$ cat config.mk
export PLATFORM = sky130hd
export DESIGN_NAME = sc_status_cal
export DESIGN_NICKNAME = d
export VERILOG_FILES = /design/src/rtl/sc_pkg.sv /design/src/rtl/sc_classify.sv /design/src/rtl/sc_cal_store.sv /design/src/rtl/sc_status_cal.sv
export SDC_FILE = /design/constraint.sdc
export NUM_CORES = 1
export LEC_CHECK = 0
export ABC_AREA = 1
export BUFFER_PORTS_ARGS = -buffer_cell sky130_fd_sc_hd__clkbuf_2
export CAP_MARGIN = 0
export CORE_MARGIN = 3
export CORE_UTILIZATION = 40
export CTS_CLUSTER_SIZE = 20
export DETAILED_ROUTE_END_ITERATION = 12
export SLEW_MARGIN = 20
export SYNTH_ARGS = -nofsm -noshare
export SYNTH_HDL_FRONTEND = slang
export SYNTH_HIERARCHICAL = 1
export SYNTH_SLANG_ARGS = --single-unit
$ cat constraint.sdc
create_clock -name clk -period 2 [get_ports clk]
set_input_delay 0.1 -clock clk [delete_from_list [all_inputs] [get_ports clk]]
set_output_delay 0.1 -clock clk [all_outputs]
set_load 0.02 [all_outputs]
$ cat src/rtl/sc_pkg.sv
package sc_pkg;
   typedef enum logic [1:0] {
      ST_STARVE = 2'b00,
      ST_HUNGRY = 2'b01,
      ST_SATIS  = 2'b10,
      ST_FRAME  = 2'b11
   } stat_e;
endpackage

$ cat src/rtl/sc_classify.sv
module sc_classify #(
   parameter int LVL_W = 6
) (
   input  logic [LVL_W-1:0] lvl_i,
   input  logic [LVL_W-1:0] wm_starve_i,
   input  logic [LVL_W-1:0] wm_hungry_i,
   output sc_pkg::stat_e    code_o
);
   // starving is tested first so it wins whatever the watermark order
   always_comb begin
      if (lvl_i <= wm_starve_i)      code_o = sc_pkg::ST_STARVE;
      else if (lvl_i <= wm_hungry_i) code_o = sc_pkg::ST_HUNGRY;
      else                           code_o = sc_pkg::ST_SATIS;
   end
endmodule

$ cat src/rtl/sc_cal_store.sv
module sc_cal_store #(
   parameter int NPORT     = 4,
   parameter int CAL_DEPTH = 8,
   localparam int PORT_W   = $clog2(NPORT),
   localparam int SLOT_W   = $clog2(CAL_DEPTH),
   localparam int LEN_W    = $clog2(CAL_DEPTH + 1)
) (
   input  logic              clk,
   input  logic              rst_n,
   input  logic              wr_slot_i,
   input  logic [SLOT_W-1:0] slot_i,
   input  logic [PORT_W-1:0] port_i,
   input  logic              wr_len_i,
   input  logic [LEN_W-1:0]  len_i,
   input  logic              commit_i,
   input  logic [SLOT_W-1:0] rd_idx_i,
   output logic [PORT_W-1:0] rd_port_o,
   output logic [LEN_W-1:0]  act_len_o
);
   logic [PORT_W-1:0] shd_cal [CAL_DEPTH];
   logic [PORT_W-1:0] act_cal [CAL_DEPTH];
   logic [LEN_W-1:0]  shd_len, act_len;
   logic              port_ok, len_ok;

   generate
      if ((1 << PORT_W) == NPORT) begin : g_port_full
         assign port_ok = 1'b1;
      end else begin : g_port_cmp
         assign port_ok = (int'(port_i) < NPORT);
      end
   endgenerate

   assign len_ok = (int'(len_i) >= NPORT) && (int'(len_i) <= CAL_DEPTH);

   always_ff @(posedge clk) begin
      if (!rst_n) begin
         for (int i = 0; i < CAL_DEPTH; i++) begin
            shd_cal[i] <= PORT_W'(i % NPORT);
            act_cal[i] <= PORT_W'(i % NPORT);
         end
         shd_len <= LEN_W'(NPORT);
         act_len <= LEN_W'(NPORT);
      end else begin
         if (commit_i) begin
            act_cal <= shd_cal;
            act_len <= shd_len;
         end
         if (wr_slot_i && port_ok) shd_cal[slot_i] <= port_i;
         if (wr_len_i && len_ok)   shd_len <= len_i;
      end
   end

   assign rd_port_o = act_cal[rd_idx_i];
   assign act_len_o = act_len;

   AST_LEN_IN_RANGE: assert property (@(posedge clk) disable iff (!rst_n)
      (int'(act_len) >= NPORT) && (int'(act_len) <= CAL_DEPTH));
   AST_COMMIT_AT_BOUNDARY: assert property (@(posedge clk) disable iff (!rst_n)
      !$stable(act_len) |-> $past(commit_i));
endmodule

$ cat src/rtl/sc_status_cal.sv
module sc_status_cal #(
   parameter int NPORT     = 4,
   parameter int CAL_DEPTH = 8,
   parameter int LVL_W     = 6,
   localparam int PORT_W   = $clog2(NPORT),
   localparam int SLOT_W   = $clog2(CAL_DEPTH),
   localparam int LEN_W    = $clog2(CAL_DEPTH + 1),
   localparam int POS_W    = $clog2(CAL_DEPTH + 2)
) (
   input  logic                   clk,
   input  logic                   rst_n,
   input  logic [NPORT*LVL_W-1:0] lvl_i,
   input  logic [LVL_W-1:0]       wm_starve_i,
   input  logic [LVL_W-1:0]       wm_hungry_i,
   input  logic                   cfg_slot_wr_i,
   input  logic [SLOT_W-1:0]      cfg_slot_i,
   input  logic [PORT_W-1:0]      cfg_port_i,
   input  logic                   cfg_len_wr_i,
   input  logic [LEN_W-1:0]       cfg_len_i,
   output logic [1:0]             stat_o
);
   generate
      if (NPORT < 2) begin : g_bad_nport
         $error("sc_status_cal: NPORT must be at least 2");
      end
      if (CAL_DEPTH < NPORT) begin : g_bad_depth
         $error("sc_status_cal: CAL_DEPTH must be at least NPORT");
      end
      if (LVL_W < 1) begin : g_bad_lvl
         $error("sc_status_cal: LVL_W must be positive");
      end
   endgenerate

   sc_pkg::stat_e     codes [NPORT];
   logic [POS_W-1:0]  pos;
   logic [POS_W-1:0]  last_pos;
   logic [SLOT_W-1:0] rd_idx;
   logic [PORT_W-1:0] rd_port;
   logic [LEN_W-1:0]  act_len;
   logic [1:0]        dip_acc;
   logic              commit;

   genvar p;
   generate
      for (p = 0; p < NPORT; p++) begin : g_cls
         sc_classify #(.LVL_W(LVL_W)) u_cls (
            .lvl_i       (lvl_i[p*LVL_W +: LVL_W]),
            .wm_starve_i (wm_starve_i),
            .wm_hungry_i (wm_hungry_i),
            .code_o      (codes[p])
         );
      end
   endgenerate

   assign commit   = (pos == '0);
   assign rd_idx   = SLOT_W'(pos - POS_W'(1));
   assign last_pos = POS_W'(act_len) + POS_W'(1);

   sc_cal_store #(.NPORT(NPORT), .CAL_DEPTH(CAL_DEPTH)) u_store (
      .clk       (clk),
      .rst_n     (rst_n),
      .wr_slot_i (cfg_slot_wr_i),
      .slot_i    (cfg_slot_i),
      .port_i    (cfg_port_i),
      .wr_len_i  (cfg_len_wr_i),
      .len_i     (cfg_len_i),
      .commit_i  (commit),
      .rd_idx_i  (rd_idx),
      .rd_port_o (rd_port),
      .act_len_o (act_len)
   );

   // pos: 0 framing next, 1..len slot next, len+1 parity next
   always_ff @(posedge clk) begin
      if (!rst_n) begin
         pos     <= '0;
         dip_acc <= 2'b00;
         stat_o  <= sc_pkg::ST_FRAME;
      end else if (commit) begin
         stat_o  <= sc_pkg::ST_FRAME;
         dip_acc <= 2'b00;
         pos     <= POS_W'(1);
      end else if (pos == last_pos) begin
         stat_o  <= dip_acc;
         pos     <= '0;
      end else begin
         stat_o  <= codes[rd_port];
         dip_acc <= dip_acc ^ codes[rd_port];
         pos     <= pos + POS_W'(1);
      end
   end

   AST_FRAME_SLOT: assert property (@(posedge clk) disable iff (!rst_n)
      (pos == POS_W'(1)) |-> (stat_o == sc_pkg::ST_FRAME));
   AST_SLOT_NOT_FRAME: assert property (@(posedge clk) disable iff (!rst_n)
      (pos >= POS_W'(2) && pos <= last_pos) |-> (stat_o != sc_pkg::ST_FRAME));
   AST_POS_BOUND: assert property (@(posedge clk) disable iff (!rst_n)
      pos <= last_pos);
endmodule

# After elaboration in Yosys (flattened, before gate mapping)
# Cells that the tools add are included.
# word_totals
ff_bits	48
in_bits	49
# classes
n_addsub	3
order_cmp	14
eq_ne	1
n_mux	20
bitwise	5
n_reduce_logical	6
# op_table
op	count
$le 6x6->1	8
$mux 2	14
$bwmux 16	1
$add 4x1->4 const B	2
$ge 4x4->1 const B	2
$not 3->4	2
$bmux 2 s3	1
$demux 2 s3	1
$bmux 2 s2	1
$eq 4x4->1	1
$ge 4x3->1 const B	1
$le 4x4->1 const B	1
$logic_not 4->1	1
$lt 4x1->1 const B	1
$ge 3x3->1 const B	1
$logic_and 1x1->1	3
$not 2->3	1
$reduce_or 3->1	1
$sub 3x1->3 const B	1
$mux 1	2
$reduce_or 2->1	1
$xor 2x2->2	1
$not 1->1	1

# Longest topological paths before layout
# Gate-level depths: netlist (run 1).
# depth
word_depth	10
ltp_mapped	18

# Hierarchy
# Netlist (run 1), hierarchy kept.
# by_module_without_submodules
module	n_inst	cells_per_inst	area_per_inst_um2	seq_area_each_um2
sc_cal_store	1	251	1690.4	800.8
sc_classify	4	61	374.1	0.0
sc_status_cal	1	100	580.6	160.2

# Worst setup path before layout (run 1)
# Ideal clock, no wire load.
# synth_timing
path_kind	register -> register
startpoint	register pos[0]
endpoint	register dip_acc[0]
arrival_ns	1.862
required_time_ns	1.930
path_slack_ns	0.068
path_stages_with_launch	18
path_buffers	0
period_less_slack_ns	1.932
cell_sequence	dfxtp_1 inv_1 ha_1 inv_1 inv_1 nor2_1 nand2_1 o21ai_1 nand2_1 nand2_1 inv_1 nand2_1 nand3_1 nand2_1 nand2_1 nand2_1 nand2_1 a21oi_1
# synth_via
elab_chain_len	10
elab_cells_between_ends	13
# synth_rtl
item	line_no	rtl
start: declaration	sc_status_cal.sv:35	logic [POS_W-1:0] pos;
start signal: assignment	sc_status_cal.sv:89	pos <= pos + POS_W'(1);
$sub 3x1->3	sc_status_cal.sv:56	assign rd_idx = SLOT_W'(pos - POS_W'(1));
via rd_idx[0]	sc_status_cal.sv:37	logic [SLOT_W-1:0] rd_idx;
$not 3->4 (not written as such)	sc_cal_store.sv:53	assign rd_port_o = act_cal[rd_idx_i];
$bmux 2 s3	sc_cal_store.sv:53	
$mux 2 (not written as such) (2 in a row)	sc_cal_store.sv:53	
via rd_port[0]	sc_status_cal.sv:38	logic [PORT_W-1:0] rd_port;
$not 2->3 (not written as such)	sc_status_cal.sv:88	dip_acc <= dip_acc ^ codes[rd_port];
$bmux 2 s2	sc_status_cal.sv:88	
$mux 2 (not written as such) (2 in a row)	sc_status_cal.sv:88	
$xor 2x2->2	sc_status_cal.sv:88	
end signal: assignment	sc_status_cal.sv:88	
end: declaration	sc_status_cal.sv:40	logic [1:0] dip_acc;
# The timed path passes the listed nets, and every way through them passes these cells. The select of a mux whose other input is x is not followed.
# A chain may end at the register's enable or synchronous reset.

# Worst setup path after layout (run 1)
# layout_timing
startpoint	register pos[1]
endpoint	register dip_acc[1]
# The elaborated chain is that of the path after synthesis.

==> results.md, run 1 <==
* Status: complete, no violations
* Mux cell area share after synthesis at 0%
* Post-synthesis simple-gate area fraction at 32.7%
* Cell Area, Synth at 0.00377 mm^2
* Fraction of registers with async set or reset after synthesis at 0%
* Top FF cell, synth: dfxtp_1
* Slew Limit Headroom at 70.6%
* GR Overflow Total at 0
* CTS Sinks at 48
* Slew Limit Fails at 0
* Crit path capture type: flip-flop
* TritonCTS Buffers at 5
* Leak at 2.52 nW
* DRT Wirelength at 8050 um
* Hold Path Depth at 4
* Overall die height at 103 um
* FP Rows at 34
* Crit path arrival time at 2.14 ns
* I/O pins at 51
* Vias per inst at 4.64
* Post-synthesis compound-gate area fraction at 9.03%
* Core region area at 0.00893 mm^2
* Largest family of logic cells by synthesized area: simple AND/OR/NAND/NOR gates
* Register area share after synthesis at 25.5%
* Endpoints failing hold at 0
* Largest net degree at the start of global routing at 26
* WS Path Type: flip-flop to flip-flop
* Later-pin clock latency in the skew report at 0.30 ns
* Setup Skew at 0.00870 ns
* Post-layout util at 48.5%
* Remaining antenna violation count at 0
* Share of layout cells above drive strength 1 at 18.4%
* Fin nets at 750
* IO Port Bufs at 50
* Vias in the first global route at 3197
* Fmax at 0.526 GHz
* Worst-path maximum fanout at 4
* Total GRT Usage at 15.5%
* Post-synth top area share at 25.5%
* Final min period at 1.90 ns
* Post-Synthesis Cells at 595
* Drt pass-1 iters at 6
* Period utilisation layout at 95.1%
* Antenna diode count at 0
* Avg Cell Area, Syn at 6.33 um^2
* Synthesis-to-finish area growth at 15.0%
* Slew at the pin closest to its max-slew limit at 0.440 ns
* GPL Wtd Cong at 0.831
* H-tree depth at 2
* Distinct cells, synth at 21
* Clock slew at reported path FFs at 0.09 ns
* Post-synth EDFFs at 0
* HP Class: input pin to flip-flop
* Worst VDD drop at 0.398 mV
* Maxcap violations at 0
* Die Width at 103 um
* Vias at 3522
* Main area contributors after synthesis: dfxtp_1, ha_1, nand2_1
* Post-synth top cells: nand2_1, inv_1, nor2_1, ha_1, dfxtp_1
* Seq cells post-synth at 48
* Xor/xnor cell area share of the yosys netlist at 0.697%
* Post-DP HPWL at 6640 um
* Yosys warns at 6
* Clock buffer depth at 2
* Root Driver: clkbuf_8
* PwrDens at 662 mW/mm^2
* Most common cell in the netlist: nand2_1
* Die Area at 0.0106 mm^2
* Initial detailed-routing violation count at 85
* Crit start category: flip-flop
* Post-Syn Nets at 695
* Hold Buf Count CTS at 0
* Yosys top cell by area: dfxtp_1
* CTS tree: yes
* First-pass GRT wire length at 13400 um
* Initial Utilization at 42.2%
* Initial antenna violation count at 0
* Crit path required time at 2.24 ns
* Reg2Reg Depth at 16
* Tot Pwr at 2.87 mW
* WL/cell at 10.6 um
* Synth Area in Adders at 16.9%
* Setup violators final at 0
* Residual DRC count at 0
==> report_power, final <==
| group | internal, mW | switching (mW) |
|---|---|---|
| Combinational | 0.412 | 0.642 |
| Clock | 0.377 | 0.335 |
| Sequential | 1.05 | 0.0533 |
| Total | 1.84 | 1.03 |
==> cells by family (layout without fill, tap and decap cells) <==
logic type                 count (synthesis)  in the layout
adders and majority gates                 51             51
DFF                                       48             48
AOI/OAI and AO/OA                         57             57
xor gates and xnor gates                   3              3
buffers and inverters                    145            201
and+or+nand+nor                          291            291
==> placed cells by master, fill, tap and decap left out <==
master / instances
nand4_1: 2
ha_1: 50
nor2_2: 20
ha_4: 1
a21oi_2: 1
clkinvlp_4: 1
xor2_1: 2
a21oi_1: 20
nand2_2: 10
clkbuf_8: 5
inv_1: 121
nand3_2: 10
inv_2: 4
o21ai_0: 26
o21ai_1: 6
nand2_1: 150
nand3_1: 31
clkbuf_2: 50
nor2_1: 68
o21bai_4: 4
bufinv_16: 1
clkinv_1: 8
inv_4: 1
inv_6: 1
buf_4: 9
dfxtp_2: 2
dfxtp_1: 46
xnor2_1: 1
==> flip-flops by register name, indices dropped and copies added, names as in the netlist <==
register	flops
dip_acc	2
pos	4
stat_o	2
u_store/act_cal	16
u_store/act_len_o	4
u_store/shd_cal	16
u_store/shd_len	4
==> layout make-up <==
type	count	area, um^2
tap	108	135
fill	943	4600
inverter	134	505
sequential	48	963
clock inverter	3	46.3
multi-input combinational	402	2290
timing repair buffer	59	318
clock buffer	5	68.8
==> per-stage QoR <==
step | instance area [um^2] | setup slack [ns] | hold slack (ns) | std cells | TNS (ns)
after floorplan | 3770 | 0.0685 | 0.232 | 595 | 0
after global routing | 4330 | -0.0663 | 0.142 | 759 | -0.113
after global placement | 4130 | 0.104 | 0.405 | 748 | 0
final | 4330 | 0.0987 | 0.0980 | 759 | 0
after detailed placement | 4130 | -0.0797 | 0.412 | 748 | -0.105
after CTS | 4250 | 0.0503 | 0.0942 | 756 | 0
==> worst paths after layout <==
kind / to / slack, ns / from
min reg2reg: u_store/shd_len[3] / 0.46 / u_store/shd_len[3]
max reg2reg: dip_acc[1] / 0.1 / pos[1]
min: u_store/shd_len[2] / 0.1 / cfg_len_i[3]
max: dip_acc[1] / 0.1 / pos[1]
==> worst max-delay path: stages, from the launching register on <==
cell     delay [ns]
dfxtp_2        0.37
inv_2          0.06
ha_4           0.25
inv_2          0.04
buf_4          0.13
nor2_2         0.10
nand2_1        0.05
nand2_1        0.05
nand2_1        0.05
nand2_2        0.10
buf_4          0.12
nand2_1        0.08
nand3_2        0.10
nand3_2        0.08
nand2_1        0.07
nand2_1        0.06
a21oi_2        0.14
==> what timing repair did <==
item,CTS,global route
buffers inserted,0,3
gates resized for setup,3,17
pin swaps,0,10
endpoints found under the setup margin,2,3
hold endpoints to repair,0,0
==> per-layer routing <==
layer  track usage, %  wire length, um
met1             18.4             3720
met2             29.4             3990
met3             2.17              236
met4             3.39              102
met5                0                0
(Power assumes the default switching activity.)
==> run 2, diff against run 1 <==
--- a/config.mk
+++ b/config.mk
@@ -9,7 +9,7 @@
 export BUFFER_PORTS_ARGS = -buffer_cell sky130_fd_sc_hd__clkbuf_2
 export CAP_MARGIN = 0
 export CORE_MARGIN = 3
-export CORE_UTILIZATION = 40
+export CORE_UTILIZATION = 35
 export CTS_CLUSTER_SIZE = 20
 export DETAILED_ROUTE_END_ITERATION = 12
 export SLEW_MARGIN = 20
==> run 2 against run 1 <==
  * Largest cell class unchanged
  * Total power is 5.1% lower
  * Utilization is 7.1 points lower
  * Final cell count is 3.4% higher
  * Clock power is 13% lower
  * First-iteration DRC count is 28% higher
  * Wire length is 0.68% lower
  * Non-clock buffer count is 2 lower
  * Register-to-register slack better by 0.07 ns
  * Clock skew hardly changed
  * Global-route usage is 1.8 points lower
  * Die area is 13% higher
==> results.md, run 2 (same netlist as run 1, synthesis figures left out) <==
* Clock buffer depth at 2 (unchanged)
* Post-CTS Setup Repair Bufs at 0 (unchanged)
* TritonCTS Buffers at 5 (unchanged)
* GRT Max-Usage Layer: met2
* Worst reg2reg startpoint: pos[1]
* Hold Buf Count CTS at 0 (unchanged)
* Endpoints failing hold at 0 (unchanged)
* I/O pins at 51 (unchanged)
* Remaining antenna violation count at 0 (unchanged)
* Die Area at 0.0120 mm^2 (+13%)
* Initial detailed-routing violation count at 109 (+28%)
* GR Util met1 at 16.9% (-1.5 points)
* Largest net degree at the start of global routing at 21 (-19%)
* Reg2Reg Setup Slack at 0.16 ns (+0.07 ns)
* DRT Wirelength at 7990 um (-0.68%)
* Final Worst Setup Slack at 0.165 ns (+0.0663 ns)
* Fin nets at 748 (-0.27%)
* Biggest registers after layout: u_store/act_cal x16, u_store/shd_cal x16
* Reg2Reg Depth at 17 (+1)
* Core region area at 0.0104 mm^2 (+17%)
* Maxcap violations at 0 (unchanged)
* Worst Setup SP: pos[1]
* WL/cell at 10.2 um (-4.0%)
* Fmax at 0.545 GHz (+3.6%)
* CTS Sinks at 48 (unchanged)
* Crit path capture type: flip-flop
* Slew Limit Fails at 0 (unchanged)
* FP Rows at 37 (+8.8%)
* Initial antenna violation count at 0 (unchanged)
* Vias at 3459 (-1.8%)
* Vias per inst at 4.41 (-5.0%)
* Critical path destination: dip_acc[0]
* Most common cell after layout, fill and taps aside: nand2_1
* H-tree depth at 2 (unchanged)
* Die Width at 110 um (+6.5%)
* Drt pass-1 iters at 4 (-2)
* Initial Utilization at 36.2% (-6.0 points)
* Met3 Track Usage GR at 2.06% (-0.11 points)
* Reg-to-reg endpoint: dip_acc[0]
* Setup Skew at 0.00859 ns (-0.000115 ns)
* GR Overflow Total at 0 (unchanged)
* Most frequent cells in the layout: nand2_1, inv_1, nor2_1
* Crit path arrival time at 2.07 ns (-0.07 ns)
* Residual DRC count at 0 (unchanged)
* Synthesis-to-finish area growth at 14.4%
* Later-pin clock latency in the skew report at 0.30 ns (about the same)
* PwrDens at 632 mW/mm^2 (-4.6%)
* Antenna diode count at 0 (unchanged)
* GPL Wtd Cong at 0.795 (-4.3%)
* WS Path Type: flip-flop to flip-flop
* Crit path required time at 2.23 ns (about the same)
* Status: complete, no violations
* Root Driver: clkbuf_8
* Overall die height at 110 um (+6.5%)
* Slew Limit Headroom at 70.1% (-0.56 points)
* GR met2 Demand/Resource at 25.0% (-4.3 points)
* Final min period at 1.84 ns (-0.0663 ns)
* Share of layout cells above drive strength 1 at 17.1% (-1.3 points)
* Post-layout util at 41.4% (-7.1 points)
* Worst-path maximum fanout at 5 (+1)
* Crit start category: flip-flop
* Worst VDD drop at 0.341 mV (-14%)
* Vias in the first global route at 3298 (+3.2%)
* Period utilisation layout at 91.8% (-3.3 points)
* Setup TNS at 0 ns (unchanged)
* Total GRT Usage at 13.7% (-1.8 points)
* IO Port Bufs at 50 (unchanged)
* Fillers at 1096 (+16%)
* Setup violators final at 0 (unchanged)
* Clock slew at reported path FFs at 0.09 ns (about the same)
* Post-DP HPWL at 6720 um (+1.1%)
* HP Class: input pin to flip-flop
* CTS tree: yes
* Leak at 2.50 nW (-0.60%)
* DP Worst Slack at 0.0724 ns (+0.152 ns)
* Slew at the pin closest to its max-slew limit at 0.448 ns (+0.00846 ns)
* First-pass GRT wire length at 13600 um (+1.4%)
run 2: worst max-delay path, stage by stage (launching register included):
cell and delay (ns):
dfxtp_2 0.33, inv_1 0.07, ha_4 0.27, inv_2 0.04, buf_4 0.13, nor2_2 0.09
nand2_1 0.05, nand2_1 0.05, nand2_1 0.05, nand2_2 0.11, inv_2 0.06, nand2_1 0.09
nand3_2 0.09, nand2_2 0.07, nand2_1 0.05, nand2_1 0.05, nand2_1 0.05, a21oi_1 0.12
run 2: stage by stage:
| step | hold slack [ns] | power [mW] | cells | instance area (um^2) |
|---|---|---|---|---|
| after global placement | 0.404 | 2.05 | 777 | 4180 |
| after global routing | 0.113 | 2.96 | 785 | 4310 |
| after floorplan | 0.232 | 1.84 | 595 | 3770 |
| after CTS | 0.0992 | 2.70 | 785 | 4270 |
| final | 0.104 | 2.72 | 785 | 4310 |
| after detailed placement | 0.414 | 2.08 | 777 | 4180 |
run 2: cell type report:
class / count / area [um^2] / share of cell area [%]
clock inverter: 2 / 13.8 / 0.319
timing repair buffer: 57 / 303 / 7.02
tap: 136 / 170 / 3.95
multi-input combinational: 402 / 2270 / 52.8
sequential: 48 / 963 / 22.4
inverter: 134 / 503 / 11.7
clock buffer: 6 / 82.6 / 1.92
run 2: how the worst min path moves through the flow:
stage / from / endpoint / cells past startpoint
2_1_floorplan: rst_n / pos[0] / 2
3_3_place_gp: cfg_len_i[3] / u_store/shd_len[2] / 4
3_5_place_dp: cfg_len_i[3] / u_store/shd_len[2] / 4
4_1_cts: cfg_len_i[3] / u_store/shd_len[2] / 4
5_1_grt: cfg_len_i[3] / u_store/shd_len[2] / 4
6_report: cfg_len_i[3] / u_store/shd_len[2] / 4
run 2: per-layer routing:
metal / wire, um / share of wire (%) / up-vias
met2: 3900 / 49 / 40
met1: 3800 / 48 / 1506
met5: 0 / 0 / -
met4: 78 / 0.98 / 0
li1: - / - / 1904
met3: 210 / 2.6 / 9
run 2: power by group:
group | leakage (nW) | internal, mW | switching (mW) | total [mW]
clock | 0.0516 | 0.283 | 0.335 | 0.618
sequential | 0.395 | 1.05 | 0.0500 | 1.10
combinational | 2.06 | 0.387 | 0.619 | 1.01
total | 2.50 | 1.72 | 1.00 | 2.72
run 2: repair_timing:
item	4_1_cts	5_1_grt
setup endpoints to repair	0	4
hold endpoints to repair	0	0
gates resized for setup	0	12
